File: config.mk
export PLATFORM = sky130hd
export DESIGN_NAME = hash_engine_ctl
export DESIGN_NICKNAME = d
export VERILOG_FILES = /design/src/rtl/sha_eng_pkg.sv /design/src/rtl/sha_round.sv /design/src/rtl/sha_sched.sv /design/src/rtl/sha_ctrl.sv /design/src/rtl/hash_engine_ctl.sv
export SDC_FILE = /design/constraint.sdc
export NUM_CORES = 2
export LEC_CHECK = 0
export ABC_AREA = 1
export ABC_CLOCK_PERIOD_IN_PS = 10500
export CAP_MARGIN = 20
export CORE_MARGIN = 2
export CORE_UTILIZATION = 40
export DETAILED_ROUTE_END_ITERATION = 7
export DONT_BUFFER_PORTS = 1
export PLACE_DENSITY = 0.61
export SYNTH_ARGS = -nofsm -noshare
export SYNTH_HDL_FRONTEND = slang
export SYNTH_SLANG_ARGS = --single-unit
export TNS_END_PERCENT = 50
File: constraint.sdc
create_clock -name clk -period 10.5 [get_ports clk]
set_input_delay 2.1 -clock clk [delete_from_list [all_inputs] [get_ports clk]]
set_output_delay 2.1 -clock clk [all_outputs]
set_load 0.05 [all_outputs]
File: src/rtl/sha_eng_pkg.sv
package sha_eng_pkg;

   typedef logic [31:0]      word_t;
   typedef logic [7:0][31:0] vars_t;   // index 0 = a / digest word 0

   localparam vars_t IV = {
      32'h5be0cd19, 32'h1f83d9ab, 32'h9b05688c, 32'h510e527f,
      32'ha54ff53a, 32'h3c6ef372, 32'hbb67ae85, 32'h6a09e667};

   localparam word_t K_TAB [64] = '{
      32'h428a2f98, 32'h71374491, 32'hb5c0fbcf, 32'he9b5dba5,
      32'h3956c25b, 32'h59f111f1, 32'h923f82a4, 32'hab1c5ed5,
      32'hd807aa98, 32'h12835b01, 32'h243185be, 32'h550c7dc3,
      32'h72be5d74, 32'h80deb1fe, 32'h9bdc06a7, 32'hc19bf174,
      32'he49b69c1, 32'hefbe4786, 32'h0fc19dc6, 32'h240ca1cc,
      32'h2de92c6f, 32'h4a7484aa, 32'h5cb0a9dc, 32'h76f988da,
      32'h983e5152, 32'ha831c66d, 32'hb00327c8, 32'hbf597fc7,
      32'hc6e00bf3, 32'hd5a79147, 32'h06ca6351, 32'h14292967,
      32'h27b70a85, 32'h2e1b2138, 32'h4d2c6dfc, 32'h53380d13,
      32'h650a7354, 32'h766a0abb, 32'h81c2c92e, 32'h92722c85,
      32'ha2bfe8a1, 32'ha81a664b, 32'hc24b8b70, 32'hc76c51a3,
      32'hd192e819, 32'hd6990624, 32'hf40e3585, 32'h106aa070,
      32'h19a4c116, 32'h1e376c08, 32'h2748774c, 32'h34b0bcb5,
      32'h391c0cb3, 32'h4ed8aa4a, 32'h5b9cca4f, 32'h682e6ff3,
      32'h748f82ee, 32'h78a5636f, 32'h84c87814, 32'h8cc70208,
      32'h90befffa, 32'ha4506ceb, 32'hbef9a3f7, 32'hc67178f2};

   function automatic word_t rotr(input word_t x, input int n);
      logic [63:0] dbl;
      dbl = {x, x} >> n;
      return dbl[31:0];
   endfunction

   function automatic word_t big_sig0(input word_t x);
      return rotr(x, 2) ^ rotr(x, 13) ^ rotr(x, 22);
   endfunction

   function automatic word_t big_sig1(input word_t x);
      return rotr(x, 6) ^ rotr(x, 11) ^ rotr(x, 25);
   endfunction

   function automatic word_t sml_sig0(input word_t x);
      return rotr(x, 7) ^ rotr(x, 18) ^ (x >> 3);
   endfunction

   function automatic word_t sml_sig1(input word_t x);
      return rotr(x, 17) ^ rotr(x, 19) ^ (x >> 10);
   endfunction

endpackage

File: src/rtl/sha_round.sv
module sha_round
   import sha_eng_pkg::*;
(
   input  vars_t st_i,
   input  word_t k_i,
   input  word_t w_i,
   output vars_t st_o
);
   word_t t1, t2, ch, maj;

   always_comb begin
      ch   = (st_i[4] & st_i[5]) ^ (~st_i[4] & st_i[6]);
      maj  = (st_i[0] & st_i[1]) ^ (st_i[0] & st_i[2]) ^ (st_i[1] & st_i[2]);
      t1   = st_i[7] + big_sig1(st_i[4]) + ch + k_i + w_i;
      t2   = big_sig0(st_i[0]) + maj;
      st_o = {st_i[6], st_i[5], st_i[4], st_i[3] + t1,
              st_i[2], st_i[1], st_i[0], t1 + t2};
   end
endmodule

File: src/rtl/sha_sched.sv
module sha_sched
   import sha_eng_pkg::*;
#(
   parameter int DEPTH = 16
) (
   input  logic  clk,
   input  logic  rst_n,
   input  logic  shift_i,
   input  logic  use_ext_i,
   input  word_t ext_i,
   output word_t w_o
);
   word_t win [DEPTH];
   word_t grown;

   always_comb begin
      grown = sml_sig1(win[DEPTH-2]) + win[DEPTH-7] + sml_sig0(win[1]) + win[0];
      w_o   = use_ext_i ? ext_i : grown;
   end

   for (genvar i = 0; i < DEPTH; i++) begin : g_win
      if (i == DEPTH - 1) begin : g_head
         always_ff @(posedge clk or negedge rst_n)
            if (!rst_n)       win[i] <= '0;
            else if (shift_i) win[i] <= w_o;
      end else begin : g_body
         always_ff @(posedge clk or negedge rst_n)
            if (!rst_n)       win[i] <= '0;
            else if (shift_i) win[i] <= win[i+1];
      end
   end
endmodule

File: src/rtl/sha_ctrl.sv
module sha_ctrl #(
   parameter int BLOCK_WORDS = 16,
   parameter int ROUNDS      = 64,
   parameter int BUSY_CYCLES = 57,
   localparam int CNT_W  = $clog2(BLOCK_WORDS),
   localparam int TMR_W  = $clog2(BUSY_CYCLES + 1),
   localparam int RND_W  = $clog2(ROUNDS + 2),
   localparam int STEP_W = $clog2(ROUNDS)
) (
   input  logic              clk,
   input  logic              rst_n,
   input  logic              start_i,
   input  logic              wr_i,
   input  logic              err_clr_i,
   output logic              accept_o,
   output logic              first_o,
   output logic              round_en_o,
   output logic              fin_o,
   output logic [STEP_W-1:0] step_o,
   output logic              ready_o,
   output logic              valid_o,
   output logic              err_o
);
   logic [CNT_W-1:0] wcnt;
   logic [TMR_W-1:0] timer;
   logic [RND_W-1:0] rnd;
   logic             busy, bad_wr;

   assign busy       = (timer != '0);
   assign ready_o    = !busy;
   assign accept_o   = wr_i && !busy && !start_i;
   assign bad_wr     = wr_i && busy && !start_i;
   assign first_o    = accept_o && (wcnt == '0);
   assign round_en_o = accept_o || (busy && rnd < RND_W'(ROUNDS));
   assign fin_o      = busy && (rnd == RND_W'(ROUNDS));
   assign step_o     = accept_o ? STEP_W'(wcnt) : rnd[STEP_W-1:0];

   always_ff @(posedge clk or negedge rst_n) begin
      if (!rst_n) begin
         wcnt <= '0; timer <= '0; rnd <= '0; valid_o <= 1'b1;
      end else if (start_i) begin
         wcnt <= '0; timer <= '0; rnd <= '0; valid_o <= 1'b1;
      end else begin
         if (accept_o) begin
            wcnt <= wcnt + 1'b1;   // wraps to 0 after the last word
            if (wcnt == CNT_W'(BLOCK_WORDS - 1)) begin
               timer <= TMR_W'(BUSY_CYCLES);
               rnd   <= RND_W'(BLOCK_WORDS);
            end
         end else if (busy) begin
            timer <= timer - 1'b1;
            if (rnd <= RND_W'(ROUNDS)) rnd <= rnd + 1'b1;
         end
         if (first_o)                     valid_o <= 1'b0;
         else if (timer == TMR_W'(1))     valid_o <= 1'b1;
      end
   end

   always_ff @(posedge clk or negedge rst_n)
      if (!rst_n)         err_o <= 1'b0;
      else if (bad_wr)    err_o <= 1'b1;
      else if (err_clr_i) err_o <= 1'b0;
endmodule

File: src/rtl/hash_engine_ctl.sv
module hash_engine_ctl
   import sha_eng_pkg::*;
#(
   parameter int BLOCK_WORDS = 16,
   parameter int ROUNDS      = 64,
   parameter int BUSY_CYCLES = 57,
   localparam int STEP_W     = $clog2(ROUNDS)
) (
   input  logic         clk,
   input  logic         rst_n,
   input  logic         start_i,
   input  logic         wr_i,
   input  logic [31:0]  wdata_i,
   input  logic         err_clr_i,
   output logic         ready_o,
   output logic         valid_o,
   output logic         err_o,
   output logic [255:0] sum_o
);
   if (BLOCK_WORDS != 16 || ROUNDS != 64) begin : g_bad_shape
      $error("hash_engine_ctl: block must be 16 words and 64 rounds");
   end
   if (BUSY_CYCLES < ROUNDS - BLOCK_WORDS + 1) begin : g_bad_busy
      $error("hash_engine_ctl: busy window too short for remaining rounds");
   end

   logic              accept, first, round_en, fin;
   logic [STEP_W-1:0] step;
   word_t             w_cur;
   vars_t             sums, work, rnd_in, rnd_out, sums_add;

   sha_ctrl #(.BLOCK_WORDS(BLOCK_WORDS), .ROUNDS(ROUNDS),
              .BUSY_CYCLES(BUSY_CYCLES)) u_ctrl (
      .clk(clk), .rst_n(rst_n), .start_i(start_i), .wr_i(wr_i),
      .err_clr_i(err_clr_i), .accept_o(accept), .first_o(first),
      .round_en_o(round_en), .fin_o(fin), .step_o(step),
      .ready_o(ready_o), .valid_o(valid_o), .err_o(err_o));

   sha_sched #(.DEPTH(BLOCK_WORDS)) u_sched (
      .clk(clk), .rst_n(rst_n), .shift_i(round_en), .use_ext_i(accept),
      .ext_i(wdata_i), .w_o(w_cur));

   assign rnd_in = first ? sums : work;

   sha_round u_round (
      .st_i(rnd_in), .k_i(K_TAB[step]), .w_i(w_cur), .st_o(rnd_out));

   for (genvar i = 0; i < 8; i++) begin : g_word
      assign sums_add[i]               = sums[i] + work[i];
      assign sum_o[255-32*i -: 32]     = sums[i];
   end

   always_ff @(posedge clk or negedge rst_n) begin
      if (!rst_n) begin
         sums <= IV;
         work <= '0;
      end else if (start_i) begin
         sums <= IV;
      end else begin
         if (round_en) work <= rnd_out;
         if (fin)      sums <= sums_add;
      end
   end
endmodule

==> results by group <==
STA
  • Slew @ Worst Pin: 1.30 ns
  • Slew margin rel.: 13.6%
  • Period minus WS final: 9.87 ns
  • Slew Viols, Final: 0
  • Final Cycle Share: 94.0%
  • Setup Skew: 0.0642 ns
  • Unrepaired setup endpoints after global routing: no
  • Fmax achieved: 101 MHz
  • Hold Vio Cnt, Final: 0
  • Fin Setup TNS: 0 ns
  • # setup viols final: 0

Layout
  • Share of layout cells above drive strength 1: 7.56%
  • Final #Nets: 9468
  • Area grow syn2layout: 10.6%

Route
  • Initial DRC Count: 5942
  • Vias/cell: 5.47
  • DRC Markers: 0
  • WL/cell: 24.2 um
  • Pre-antenna DRT Iters: 6
  • Post-route antenna net violation count: 0
  • DRT Wirelength: 272000 um
  • Vias: 61683

Setup path
  • CP arrival: 10.58 ns
  • CP required: 11.21 ns
  • Worst path slowest cell: fa_1
  • Worst Path Buf+Inv: 5
  • Crit. End Element: flop
  • Cell family with the largest share of critical-path delay: adder cells
  • Worst-path maximum fanout: 5
  • Setup crit start kind: flop
  • R2r setup slk: 0.63 ns
  • Max stage delay on crit path: 0.52 ns
  • Setup CP Type: reg2reg

Logic synthesis
  • Synth Flop Type: dfrtp_1
  • Yosys warnings: 0
  • Post-synth ARST share: 100%
  • FF+latch count, synth: 1043
  • Post-Syn Area: 0.0698 mm2
  • Library cells used by synthesis: 69
  • Number of synthesized flops with an enable pin: 0
  • Sequential share of the synthesized area: 37.7%
  • Syn_nets: 9499
  • Mean Syn Cell Area: 7.86 um2
  • Syn Inst Count: 8871

Clock tree
  • Clock slew at reported path FFs: 0.06 ns
  • CTS tree: yes
  • Setup Buffers After CTS: 0
  • CTS sink cnt: 1043
  • Longest Clk Path Bufs: 3
  • CTS buffer count: 119
  • Clock root buffer: clkbuf_16
  • Skew-Pair Late Insertion Delay: 0.82 ns
  • # H-tree levels: 3

Floorplanning
  • Starting Density: 40.2%
  • Die W: 422 um
  • Die Area: 0.178 mm2
  • I/O Pins: 296
  • Die height: 422 um
  • Core Region: 0.174 mm2
  • Rows: 153

GRT
  • GR Overflow Total: 0
  • Vias in the first global route: 59788
  • All-Layer GR Usage: 30.1%
  • Initial antenna violation count: 15
  • Largest net degree at the start of global routing: 225
  • Wire length of the first global-routing pass: 401000 um

Worst hold path
  • Classification of the worst-slack hold path: reg2reg

Place
  • Routability cong.: 1.01
  • DP HPWL: 213000 um
  • IO buf count: 0

Job
  • Max Cap Viol: 0

Run status
  • Status: complete, no violations
[worst reg2reg max path, delay by kind of cell, from the launching register on]
family,cells,cell delay (ns)
AND/OR/NAND/NOR,13,1.77
XOR/XNOR,4,1.15
AO/OA/AOI/OAI,12,2.70
buffers and inverters,5,0.32
flip-flops,1,0.47
adder cells (fa/ha/maj),8,3.40
[path summary, 6_finish.rpt]
| kind | startpoint | end | cells past startpoint |
|---|---|---|---|
| setup reg to reg | u_sched.win[457] | work[31] | 42 |
| min in group asynchronous | rst_n | u_sched.win[301] | 1 |
| hold / removal | u_sched.win[278] | u_sched.win[310] | 2 |
| hold reg to reg | u_sched.win[278] | u_sched.win[310] | 2 |
| setup / recovery | u_sched.win[457] | work[31] | 42 |
| max in group asynchronous | rst_n | u_sched.win[453] | 3 |
[layer usage]
metal | part of all wire (%) | track usage (%)
met1 | 42 | 39.4
met2 | 46 | 48.4
met3 | 6.2 | 4.76
met4 | 5.9 | 15.3
met5 | 0.018 | 0
[layout make-up]
class	instances	area, um2
Multi-Input combinational cell	6435	38200
Timing Repair Buffer	197	1680
Fill cell	17542	96500
Inverter	1044	3950
Clock inverter	59	781
Clock buffer	165	3310
Tap cell	2325	2910
Antenna cell	6	15.0
Sequential cell	1043	26300
[state kept, by name, summed over array words and instances (netlist names)]
register	flops
work	256
u_ctrl.wcnt	4
u_ctrl.rnd	7
sum_o	256
u_ctrl.timer	6
u_ctrl.valid_o	1
u_ctrl.err_o	1
u_sched.win	512
[cells in the mapped netlist (5+ instances only)]
library cell | number | area (um2)
o21ai_1 | 79 | 395
maj3_1 | 32 | 320
o21bai_1 | 23 | 173
o21ai_0 | 956 | 4780
or2_2 | 68 | 425
o31ai_1 | 24 | 180
nand4_1 | 41 | 257
a22oi_1 | 13 | 97.6
nor3_1 | 63 | 315
nand3b_1 | 9 | 67.6
buf_2 | 26 | 130
xor2_1 | 252 | 2210
inv_1 | 1038 | 3900
dfstp_2 | 137 | 3600
ha_1 | 395 | 4940
nor2_1 | 370 | 1390
xnor2_1 | 195 | 1710
a31o_2 | 5 | 43.8
buf_1 | 26 | 97.6
nand2_1 | 2472 | 9280
mux2_2 | 28 | 315
a21boi_0 | 18 | 135
a21boi_1 | 7 | 52.6
a221oi_1 | 11 | 96.3
a21oi_1 | 533 | 2670
a211oi_1 | 10 | 75.1
o22a_1 | 6 | 52.6
o311ai_0 | 13 | 114
a21o_1 | 35 | 263
o221ai_1 | 28 | 245
buf_6 | 6 | 67.6
fa_1 | 196 | 3920
clkbuf_1 | 291 | 1090
o211ai_1 | 30 | 225
a31oi_1 | 45 | 282
o22ai_1 | 114 | 713
dfrtp_1 | 906 | 22700
nand3_1 | 199 | 996
mux2i_1 | 49 | 490
o21a_1 | 33 | 248
o21ai_2 | 6 | 52.6
nand2_2 | 8 | 50.1
nor4_1 | 22 | 138
[timing repair]
| action | CTS | global route |
|---|---|---|
| hold buffers | 0 | 0 |
| gates resized for setup | 0 | 2 |
| setup endpoints to repair | 0 | 1 |
[kinds of logic after synthesis]
kind of cell / after synthesis / synth area share (%)
flops: 1043 / 37.7
mux: 78 / 1.17
simple gates: 3272 / 18.8
xor+xnor: 447 / 5.61
buf+inv: 1393 / 7.61
fa+ha+maj: 623 / 13.2
compound gates: 2015 / 16.0
[cells in the final DEF, fill, tap and decap left out, drive strengths merged, types with 32 or more instances in the layout]
| cell type | n |
|---|---|
| a21o | 35 |
| a21oi | 534 |
| a31oi | 45 |
| buf | 197 |
| clkbuf | 165 |
| clkinv | 34 |
| dfrtp | 906 |
| dfstp | 137 |
| fa | 196 |
| ha | 395 |
| inv | 1047 |
| maj3 | 32 |
| mux2i | 50 |
| nand2 | 2481 |
| nand3 | 204 |
| nand4 | 41 |
| nor2 | 374 |
| nor3 | 64 |
| o21a | 33 |
| o21ai | 1043 |
| o22ai | 114 |
| or2 | 69 |
| xnor2 | 195 |
| xor2 | 252 |
[per-stage QoR]
stage / utilization, % / area (um2) / hold WS, ns / worst slack (ns) / instances
5_1_grt: 44.4 / 77100 / 0.472 / 0.0309 / 11271
2_1_floorplan: - / 69800 / 0.442 / 1.13 / 8871
3_5_place_dp: 42.0 / 73000 / 0.457 / 0.459 / 11042
4_1_cts: 44.4 / 77100 / 0.450 / 0.639 / 11266
6_report: 44.4 / 77200 / 0.459 / 0.630 / 11274
3_3_place_gp: 42.0 / 73000 / 0.453 / 0.502 / 11040
Power is left out: the tool's default activity adds up to more than one toggle a clock period on the data nets, which glitch-free logic cannot reach.
